<file path="config.mk">
export PLATFORM = sky130hd
export DESIGN_NAME = ovl_upload_ctrl
export DESIGN_NICKNAME = d
export VERILOG_FILES = /design/src/rtl/ovl_pkg.sv /design/src/rtl/ovl_decode.sv /design/src/rtl/ovl_crc16.sv /design/src/rtl/ovl_datapath.sv /design/src/rtl/ovl_fsm.sv /design/src/rtl/ovl_upload_ctrl.sv
export SDC_FILE = /design/constraint.sdc
export NUM_CORES = 1
export LEC_CHECK = 0
export CORE_ASPECT_RATIO = 0.75
export CORE_MARGIN = 10
export CORE_UTILIZATION = 38
export DETAILED_ROUTE_END_ITERATION = 10
export PLACE_DENSITY = 0.68
export SYNTH_ARGS = -nofsm -noshare
export SYNTH_HDL_FRONTEND = slang
export SYNTH_SLANG_ARGS = --single-unit
</file>
<file path="constraint.sdc">
create_clock -name clk -period 2.4 [get_ports clk]
set_input_delay 0.72 -clock clk [delete_from_list [all_inputs] [get_ports clk]]
set_output_delay 0.72 -clock clk [all_outputs]
set_load 0.02 [all_outputs]
</file>
<file path="src/rtl/ovl_pkg.sv">
package ovl_pkg;
  typedef enum logic [2:0] {
    ST_IDLE   = 3'd0,
    ST_WORD   = 3'd1,
    ST_CRC    = 3'd2,
    ST_COMMIT = 3'd3,
    ST_REBOOT = 3'd4,
    ST_STUCK  = 3'd5
  } ovl_state_e;

  localparam logic [15:0] CRC_POLY = 16'h1021;
  localparam logic [15:0] CRC_INIT = 16'hFFFF;
endpackage

</file>
<file path="src/rtl/ovl_decode.sv">
module ovl_decode #(
  parameter int IW = 16,
  parameter int AW = 8,
  parameter logic [IW-AW-1:0] CALL_OPC = 8'h5C
) (
  input  logic          dec_valid,
  input  logic [IW-1:0] dec_word,
  input  logic [AW-1:0] cur_pc,
  output logic          hit,
  output logic [AW-1:0] hit_target
);
  logic self_call;
  logic all_ones;

  always_comb begin
    self_call  = (dec_word[IW-1:AW] == CALL_OPC) && (dec_word[AW-1:0] == cur_pc);
    all_ones   = &dec_word;
    hit        = dec_valid && (self_call || all_ones);
    hit_target = all_ones ? {AW{1'b1}} : dec_word[AW-1:0];
  end
endmodule

</file>
<file path="src/rtl/ovl_crc16.sv">
module ovl_crc16 #(
  parameter int W = 16,
  parameter logic [15:0] POLY = ovl_pkg::CRC_POLY,
  parameter logic [15:0] INIT = ovl_pkg::CRC_INIT
) (
  input  logic [W-1:0] data,
  output logic [15:0]  crc
);
  logic [15:0] stage [0:W];

  assign stage[0] = INIT;

  for (genvar i = 0; i < W; i++) begin : g_bit
    logic fb;
    assign fb = stage[i][15] ^ data[W-1-i];
    assign stage[i+1] = {stage[i][14:0], 1'b0} ^ (fb ? POLY : 16'h0000);
  end

  assign crc = stage[W];
endmodule

</file>
<file path="src/rtl/ovl_datapath.sv">
module ovl_datapath #(
  parameter int IW = 16,
  parameter int AW = 8
) (
  input  logic          clk,
  input  logic          rst_n,
  input  logic          cap_target,
  input  logic [AW-1:0] target_in,
  input  logic          cap_word,
  input  logic [IW-1:0] up_data,
  output logic [AW-1:0] target_q,
  output logic [IW-1:0] word_q,
  output logic          crc_match
);
  logic [15:0] crc_now;
  logic [15:0] crc_q;

  ovl_crc16 #(.W(IW)) u_crc (
    .data (up_data),
    .crc  (crc_now)
  );

  always_ff @(posedge clk) begin
    if (!rst_n) begin
      target_q <= '0;
      word_q   <= '0;
      crc_q    <= '0;
    end else begin
      if (cap_target) target_q <= target_in;
      if (cap_word) begin
        word_q <= up_data;
        crc_q  <= crc_now;
      end
    end
  end

  assign crc_match = (up_data[15:0] == crc_q);

  assert_target_held_R10: assert property (@(posedge clk) disable iff (!rst_n)
    !cap_target |=> $stable(target_q));
endmodule

</file>
<file path="src/rtl/ovl_fsm.sv">
module ovl_fsm (
  input  logic clk,
  input  logic rst_n,
  input  logic bad_crc_reboot,
  input  logic hit,
  input  logic up_valid,
  input  logic crc_match,
  output logic cap_target,
  output logic cap_word,
  output logic up_ready,
  output logic halt,
  output logic pc_load,
  output logic sram_we,
  output logic crc_ok,
  output logic crc_err,
  output logic core_reset
);
  import ovl_pkg::*;

  ovl_state_e state, state_nx;
  logic acc;

  always_comb begin
    up_ready   = (state == ST_WORD) || (state == ST_CRC);
    acc        = up_ready && up_valid;
    cap_target = (state == ST_IDLE) && hit;
    cap_word   = (state == ST_WORD) && acc;
    state_nx   = state;
    unique case (state)
      ST_IDLE:   if (hit) state_nx = ST_WORD;
      ST_WORD:   if (acc) state_nx = ST_CRC;
      ST_CRC:    if (acc) state_nx = crc_match ? ST_COMMIT :
                                     (bad_crc_reboot ? ST_REBOOT : ST_STUCK);
      ST_COMMIT: state_nx = ST_IDLE;
      ST_REBOOT: state_nx = ST_IDLE;
      ST_STUCK:  state_nx = ST_STUCK;
      default:   state_nx = ST_IDLE;
    endcase
  end

  always_ff @(posedge clk) begin
    if (!rst_n) begin
      state      <= ST_IDLE;
      pc_load    <= 1'b0;
      sram_we    <= 1'b0;
      crc_ok     <= 1'b0;
      core_reset <= 1'b0;
    end else begin
      state      <= state_nx;
      pc_load    <= cap_target || (state == ST_COMMIT);
      crc_ok     <= (state == ST_COMMIT);
      sram_we    <= (state == ST_CRC) && acc && crc_match;
      core_reset <= (state == ST_CRC) && acc && !crc_match && bad_crc_reboot;
    end
  end

  assign halt    = (state != ST_IDLE);
  assign crc_err = (state == ST_STUCK) || core_reset;

  assert_hit_halts_R2: assert property (@(posedge clk) disable iff (!rst_n)
    (state == ST_IDLE && hit) |=> (pc_load && halt));
  assert_we_single_R7: assert property (@(posedge clk) disable iff (!rst_n)
    sram_we |=> (!sram_we && pc_load && !halt && crc_ok));
  assert_stuck_holds_R8: assert property (@(posedge clk) disable iff (!rst_n)
    (state == ST_STUCK) |=> (halt && crc_err && !up_ready && !sram_we));
  assert_reboot_pulse_R9: assert property (@(posedge clk) disable iff (!rst_n)
    core_reset |=> (!core_reset && !halt && !pc_load));
  assert_busy_no_load_R10: assert property (@(posedge clk) disable iff (!rst_n)
    (halt && state != ST_COMMIT) |=> !pc_load);
endmodule

</file>
<file path="src/rtl/ovl_upload_ctrl.sv">
module ovl_upload_ctrl #(
  parameter int IW = 16,
  parameter int AW = 8,
  parameter logic [IW-AW-1:0] CALL_OPC = 8'h5C
) (
  input  logic          clk,
  input  logic          rst_n,
  input  logic          bad_crc_reboot,
  input  logic          dec_valid,
  input  logic [IW-1:0] dec_word,
  input  logic [AW-1:0] cur_pc,
  output logic          pc_load,
  output logic [AW-1:0] pc_target,
  output logic          core_halt,
  input  logic          up_valid,
  input  logic [IW-1:0] up_data,
  output logic          up_ready,
  output logic          sram_we,
  output logic [AW-1:0] sram_addr,
  output logic [IW-1:0] sram_wdata,
  output logic          crc_ok,
  output logic          crc_err,
  output logic          core_reset
);
  logic          hit;
  logic [AW-1:0] hit_target;
  logic          cap_target;
  logic          cap_word;
  logic          crc_match;
  logic [AW-1:0] target_q;
  logic [IW-1:0] word_q;

  ovl_decode #(.IW(IW), .AW(AW), .CALL_OPC(CALL_OPC)) u_dec (
    .dec_valid  (dec_valid),
    .dec_word   (dec_word),
    .cur_pc     (cur_pc),
    .hit        (hit),
    .hit_target (hit_target)
  );

  ovl_fsm u_fsm (
    .clk            (clk),
    .rst_n          (rst_n),
    .bad_crc_reboot (bad_crc_reboot),
    .hit            (hit),
    .up_valid       (up_valid),
    .crc_match      (crc_match),
    .cap_target     (cap_target),
    .cap_word       (cap_word),
    .up_ready       (up_ready),
    .halt           (core_halt),
    .pc_load        (pc_load),
    .sram_we        (sram_we),
    .crc_ok         (crc_ok),
    .crc_err        (crc_err),
    .core_reset     (core_reset)
  );

  ovl_datapath #(.IW(IW), .AW(AW)) u_dp (
    .clk        (clk),
    .rst_n      (rst_n),
    .cap_target (cap_target),
    .target_in  (hit_target),
    .cap_word   (cap_word),
    .up_data    (up_data),
    .target_q   (target_q),
    .word_q     (word_q),
    .crc_match  (crc_match)
  );

  assign pc_target  = target_q;
  assign sram_addr  = target_q;
  assign sram_wdata = word_q;

  assert_ready_only_halted_R5: assert property (@(posedge clk) disable iff (!rst_n)
    up_ready |-> core_halt);
  assert_we_while_halted_R7: assert property (@(posedge clk) disable iff (!rst_n)
    sram_we |-> (core_halt && !up_ready));
endmodule

</file>
==> results of run 1 <==
[repair_timing]
item / in CTS / in global routing
endpoints found under the hold margin: 0 / 0
hold buffers: 0 / 0
resized for setup: 3 / 9
cloned: 0 / 1
setup endpoints to repair: 3 / 7
pin swaps: 0 / 4
[worst paths after layout]
| check | start | to | slack [ps] | cells after the start |
|---|---|---|---|---|
| max | up_data[5] | u_fsm.state[2]$_SDFFE_PN0P_ | 80 | 6 |
| min | u_dp.word_q[15]$_SDFFE_PN0P_ | u_dp.word_q[15]$_SDFFE_PN0P_ | 460 | 2 |
| max reg2reg | u_dp.crc_q[15]$_SDFFE_PN0P_ | u_fsm.state[2]$_SDFFE_PN0P_ | 630 | 5 |
| min reg2reg | u_dp.word_q[15]$_SDFFE_PN0P_ | u_dp.word_q[15]$_SDFFE_PN0P_ | 460 | 2 |
[cell type report]
type,instances,area share
multi-input combinational,217,0.395
timing repair buffer,123,0.304
sequential,47,0.250
tap,81,0.0268
clock buffer,5,0.0182
clock inverter,3,0.00396
inverter,2,0.00198
[routing by layer]
metal	global-route usage	vias to the layer above	part of all wire
met5	0	-	0
met4	0.0385	0	0.011
met3	0.0398	6	0.053
met2	0.228	52	0.45
met1	0.191	1103	0.48
li1	-	1216	-
[worst reg2reg max path: stages, from the launching register on]
cell and delay, ps:
dfxtp_1 330, xor2_1 160, nor4_1 390, nand4_1 280, a32o_1 340, and3_1 170
[layout by cell type, fill, tap and decap left out, types with 2 or more instances in the layout]
cell | netlist | layout
a211oi_1 | 6 | 6
nor3_1 | 7 | 7
clkinv_2 | 0 | 3
buf_4 | 8 | 38
xnor2_2 | 4 | 4
nand2b_1 | 2 | 2
xor2_1 | 18 | 18
nor2_1 | 21 | 21
o21ai_0 | 15 | 14
clkdlybuf4s50_1 | 0 | 81
nand2_1 | 37 | 37
a31o_2 | 2 | 2
xor2_2 | 3 | 3
dlymetal6s2s_1 | 0 | 2
dfxtp_1 | 47 | 45
clkbuf_8 | 0 | 5
nor4_1 | 6 | 3
o41a_1 | 1 | 2
nor4_2 | 0 | 3
xnor2_1 | 29 | 29
a21oi_1 | 31 | 31
xnor2_4 | 2 | 2
inv_1 | 2 | 2
nand4_1 | 15 | 15
and3_1 | 2 | 2
[flip-flops by register name, indices dropped and copies added (netlist names)]
signal / count
u_fsm.core_reset: 1
u_fsm.pc_load: 1
u_fsm.crc_ok: 1
u_fsm.sram_we: 1
u_fsm.state: 3
u_dp.target_q: 8
u_dp.word_q: 16
u_dp.crc_q: 16
[power groups by stage]
stage / Clock (mW) / Sequential, mW / Combinational (mW)
floorplan: 0 / 0.797 / 0.217
global placement: 0 / 0.797 / 0.404
detailed placement: 0 / 0.797 / 0.408
CTS: 0.477 / 0.778 / 0.411
global route: 0.510 / 0.778 / 0.442
finish: 0.471 / 0.778 / 0.412
[cells by family (layout without fill, tap and decap cells)]
| group | after synthesis | in the layout |
|---|---|---|
| AOI/OAI and AO/OA | 62 | 63 |
| buffers and inverters | 30 | 133 |
| xor gates and xnor gates | 57 | 57 |
| and+or+nand+nor | 97 | 97 |
| DFF | 47 | 47 |
[metrics by stage]
stage	cell area, sq um	setup WS, ps	TNS [ps]	cells	utilization
5_1_grt	3790	6.60	0	478	0.591
3_5_place_dp	3650	-298	-2980	469	0.569
6_report	3790	83.3	0	478	0.591
2_1_floorplan	2540	346	0	293	-
3_3_place_gp	3650	-257	-2440	469	0.569
4_1_cts	3740	1.21	0	477	0.583
==> impl_metrics.env, run 1 <==
export IMPL_clock_path_buffers=2
export IMPL_synth_net_count=338
export IMPL_grt_pass1_vias=2491
export IMPL_synth_most_common_cell="dfxtp_1"
export IMPL_hold_ws_ps=456
export IMPL_synthTopCellsByArea="dfxtp_1, xnor2_1, xor2_1"
export IMPL_synth_adder_area_share=0
export IMPL_synth_edff_count=0
export IMPL_postCtsSetupRepairBufs=0
export IMPL_synthSimpleGateAreaFrac=0.184
export IMPL_period_needed_ps=2320
export IMPL_grt_antenna_before_repair=0
export IMPL_fin_crit_sh=0.965
export IMPL_ir_worst_vdd_v=0.000272
export IMPL_die_x_microns=114
export IMPL_crit_path_end_kind="flop"
export IMPL_synth_xor_area_share=0.237
export IMPL_synth_distinct_cells=38
export IMPL_regArea_sq_um=946
export IMPL_finClkSkew_ps=4.95
export IMPL_rsz0062_at_grt="no"
export IMPL_globalRouteTotalUtil=0.146
export IMPL_cpLargestDelayFamily="simple AND/OR/NAND/NOR gates"
export IMPL_drt_initial_drc_count=120
export IMPL_power_share_clock=0.284
export IMPL_synth_seq_area_share=0.370
export IMPL_clk_insertion_delay_late_ps=300
export IMPL_wire_per_inst_microns=16.2
export IMPL_path_cells="clkdlybuf4s50_1, xor2_1, nor4_1, nand4_1, a32o_1, and3_1"
export IMPL_vias_per_cell=4.97
export IMPL_cp_required_ps=2590
export IMPL_p_seq_frac=0.468
export IMPL_rows=25
export IMPL_root_buffer="clkbuf_8"
export IMPL_hold_viol_final=0
export IMPL_drive_above_1_share=0.179
export IMPL_fmaxAchievable_ghz=0.432
export IMPL_synth_top_cell_area_share=0.370
export IMPL_grt_max_degree=44
export IMPL_internal_power_mw=1.21
export IMPL_drc=0
export IMPL_worstHoldPathType="flop to flop"
export IMPL_antenna_cells=0
export IMPL_finalPower_mw=1.66
export IMPL_wl_microns=7730
export IMPL_synth_compound_area_frac=0.150
export IMPL_path_clk_slew_ps=90
export IMPL_crit_slowest_cell="clkdlybuf4s50_1"
export IMPL_yosys_area_top_type="dfxtp_1"
export IMPL_status="complete, no violations"
export IMPL_synth_ff_type="dfxtp_1"
export IMPL_ant_nets=0
export IMPL_dieHeight_microns=90.8
export IMPL_coreArea_sq_mm=0.00641
export IMPL_setup_viol=0
export IMPL_port_buffers=83
export IMPL_hpwl_microns=6150
export IMPL_crit_path_max_fanout=4
export IMPL_p_per_area_mw_per_mm2=438
export IMPL_crit_type="input port to flop"
export IMPL_slowest_delay_ps=520
export IMPL_area_growth_pct=49.1
export IMPL_maxSlewHeadroom=0.708
export IMPL_grt_pass1_wl_microns=12600
export IMPL_synth_seq_cells=47
export IMPL_synth_top_family_by_area="XOR/XNOR gates"
export IMPL_arrival_ps=2510
export IMPL_combPwrFrac=0.248
export IMPL_p_sw_uw=448
export IMPL_synth_mux_area_frac=0
export IMPL_ios=84
export IMPL_multi_input_comb_area_sq_mm=0.00150
export IMPL_nFillCells=568
export IMPL_synth_area_sq_mm=0.00254
export IMPL_cts_buffers=5
export IMPL_path_buf_inv=1
export IMPL_nNetsFinal=441
export IMPL_swShare=0.270
export IMPL_gp_congestion=0.795
export IMPL_worst_slew_pin_slew_ps=435
export IMPL_synth_async_reset_ratio=0
export IMPL_grt_overflow_total=0
export IMPL_max_cap_violations=0
export IMPL_synth_warnings=0
export IMPL_drv_slew=0
export IMPL_drtPass1Iterations=4
export IMPL_num_vias=2377
export IMPL_die_area_sq_mm=0.0104
export IMPL_syn_area_per_cell_sq_um=8.67
export IMPL_ys_top_cells_by_count="dfxtp_1, nand2_1, a21oi_1, xnor2_1, nor2_1"
export IMPL_htree_num_levels=2
export IMPL_start_util=0.396
export IMPL_clock_sinks=47
export IMPL_cts_tree="built"
export IMPL_p_leak_nw=1.43
export IMPL_cp_start_kind="input port"
export IMPL_synthCells=293
No activity file was read; power rests on OpenSTA's default activity.
==> inputs of run 2 (changes only) <==
--- a/config.mk
+++ b/config.mk
@@ -8,6 +8,7 @@
 export CORE_ASPECT_RATIO = 0.75
 export CORE_MARGIN = 10
 export CORE_UTILIZATION = 38
+export CTS_CLUSTER_SIZE = 12
 export DETAILED_ROUTE_END_ITERATION = 10
 export PLACE_DENSITY = 0.68
 export SYNTH_ARGS = -nofsm -noshare
==> results of run 2 <==
Same layout as run 1: the final DEF is identical, and so are final timing and power.
==> inputs of run 3 (changes only) <==
--- a/config.mk
+++ b/config.mk
@@ -10,7 +10,7 @@
 export CORE_UTILIZATION = 38
 export CTS_CLUSTER_SIZE = 12
 export DETAILED_ROUTE_END_ITERATION = 10
-export PLACE_DENSITY = 0.68
+export DONT_BUFFER_PORTS = 1
 export SYNTH_ARGS = -nofsm -noshare
 export SYNTH_HDL_FRONTEND = slang
 export SYNTH_SLANG_ARGS = --single-unit
==> run 3 against run 2 <==
Compared with the run above: sequential power barely moved; utilization fell by 18 points; hold slack improved by 60 ps; power shrank 1.8%; worst setup slack gained 31 ps; largest cell class unchanged.
==> impl_metrics.env, run 3 (synthesis results as in run 1) <==
export IMPL_rows=25
export IMPL_hold_ws_ps=516
export IMPL_cts_hold_buf=0
export IMPL_mostFrequentLayoutCell="dfxtp_1"
export IMPL_grt_antenna_before_repair=0
export IMPL_crit_path_max_fanout=11
export IMPL_clock_sinks=47
export IMPL_maxSlewHeadroom=0.663
export IMPL_crit_path_end_kind="primary output"
export IMPL_grt_pass1_wl_microns=10300
export IMPL_port_buffers=0
export IMPL_grt_max_degree=44
export IMPL_setup_viol=0
export IMPL_grt_overflow_total=0
export IMPL_hold_viol_final=0
export IMPL_largest_registers="u_dp.crc_q (16), u_dp.word_q (16), u_dp.target_q (8)"
export IMPL_ir_worst_vdd_v=0.000283
export IMPL_die_area_sq_mm=0.0104
export IMPL_period_needed_ps=2290
export IMPL_drt_initial_drc_count=95
export IMPL_crit_type="flop to primary output"
export IMPL_final_cell_mix="dfxtp_1, nand2_1, a21oi_1, xnor2_1, nor2_1"
export IMPL_cp_required_ps=1680
export IMPL_nNetsFinal=321
export IMPL_drc=0
export IMPL_die_x_microns=114
export IMPL_vias_per_cell=5.52
export IMPL_max_cap_violations=0
export IMPL_grt_pass1_vias=1856
export IMPL_worst_slew_pin_slew_ps=505
export IMPL_htree_num_levels=2
export IMPL_drtPass1Iterations=4
export IMPL_timing_rr_start="u_dp.crc_q[9]$_SDFFE_PN0P_"
export IMPL_pre_cts_slack_ps=170
export IMPL_gp_congestion=0.778
export IMPL_num_vias=1977
export IMPL_wire_per_inst_microns=18.1
export IMPL_start_util=0.396
export IMPL_coreArea_sq_mm=0.00641
export IMPL_p_per_area_mw_per_mm2=613
export IMPL_rsz0062_at_grt="no"
export IMPL_area_growth_pct=4.73
export IMPL_fin_crit_sh=0.953
export IMPL_final_critical_path_setup_slack_ps=114
export IMPL_worstHoldPathType="flop to flop"
export IMPL_dieHeight_microns=90.8
export IMPL_path_clk_slew_ps=90
export IMPL_arrival_ps=1570
export IMPL_cts_tree="built"
export IMPL_fmaxAchievable_ghz=0.437
export IMPL_p_leak_nw=0.936
export IMPL_startpoint="u_fsm.state[0]$_SDFFE_PN0P_"
export IMPL_clk_insertion_delay_late_ps=300
export IMPL_hpwl_microns=4960
export IMPL_crit_end="crc_err"
export IMPL_clock_path_buffers=2
export IMPL_wl_microns=6480
export IMPL_drv_slew=0
export IMPL_antenna_cells=0
export IMPL_ant_nets=0
export IMPL_globalRouteTotalUtil=0.122
export IMPL_root_buffer="clkbuf_8"
export IMPL_cp_start_kind="flop"
export IMPL_r2r_end="u_fsm.state[0]$_SDFFE_PN0P_"
export IMPL_status="complete, no violations"
export IMPL_regToRegSetupSlack_ps=600
export IMPL_cts_buffers=5
export IMPL_tns_ps=0
export IMPL_finClkSkew_ps=8.25
export IMPL_worstRegToRegCells=5
export IMPL_ios=84
export IMPL_drive_above_1_share=0.101
[run 3: per-stage QoR]
stage          instances  instance area, sq um  power (mW)   util
2_1_floorplan        293                  2540        1.01      -
3_3_place_gp         350                  2540        1.03  0.396
3_5_place_dp         350                  2540        1.03  0.396
4_1_cts              358                  2660        1.65  0.414
5_1_grt              358                  2660        1.70  0.415
6_report             358                  2660        1.63  0.415
[run 3: worst min-delay path by stage]
stage / cells past startpoint / slack (ps) / startpoint / endpoint
after floorplan: 2 / 490 / u_dp.crc_q[1]$_SDFFE_PN0P_ / u_dp.crc_q[1]$_SDFFE_PN0P_
after global placement: 2 / 490 / u_dp.crc_q[3]$_SDFFE_PN0P_ / u_dp.crc_q[3]$_SDFFE_PN0P_
after detailed placement: 2 / 500 / u_dp.crc_q[3]$_SDFFE_PN0P_ / u_dp.crc_q[3]$_SDFFE_PN0P_
after CTS: 2 / 510 / u_dp.crc_q[3]$_SDFFE_PN0P_ / u_dp.crc_q[3]$_SDFFE_PN0P_
after global routing: 2 / 530 / u_dp.crc_q[3]$_SDFFE_PN0P_ / u_dp.crc_q[3]$_SDFFE_PN0P_
final: 2 / 520 / u_dp.crc_q[14]$_SDFFE_PN0P_ / u_dp.crc_q[14]$_SDFFE_PN0P_
[run 3: final cells by class]
cell class	instances	area [sq um]
fillers	658	3750
multi-input cells	216	1460
flip-flops and latches	47	941
well taps	81	101
clock buffers	6	82.6
clock inverters	2	35.0
repair buffers	4	30.0
inverters	2	7.51
[run 3: report_power, final]
| group | leakage (nW) | internal [mW] | switching, mW |
|---|---|---|---|
| logic | 0.497 | 0.121 | 0.114 |
| registers | 0.378 | 0.779 | 0.0000265 |
| clock network | 0.0612 | 0.338 | 0.279 |
| total | 0.936 | 1.24 | 0.394 |
[run 3: worst max-delay path, stage by stage, from the launching register on]
cell and delay [ps]:
dfxtp_1 590, nor2b_1 380, a21o_1 300
[run 3: metal layers]
metal | wire length [microns] | share of wire | global-route usage | vias to the layer above
met5 | 0 | 0 | 0 | -
met4 | 60 | 0.0093 | 0.0344 | 0
met3 | 707 | 0.11 | 0.0505 | 5
met2 | 2770 | 0.43 | 0.166 | 68
met1 | 2950 | 0.45 | 0.170 | 940
li1 | - | - | - | 964
[run 3: what timing repair did]
item | CTS | global route
setup endpoints to repair | 0 | 1
setup buffers | 0 | 0
resized for setup | 0 | 1
hold endpoints to repair | 0 | 0
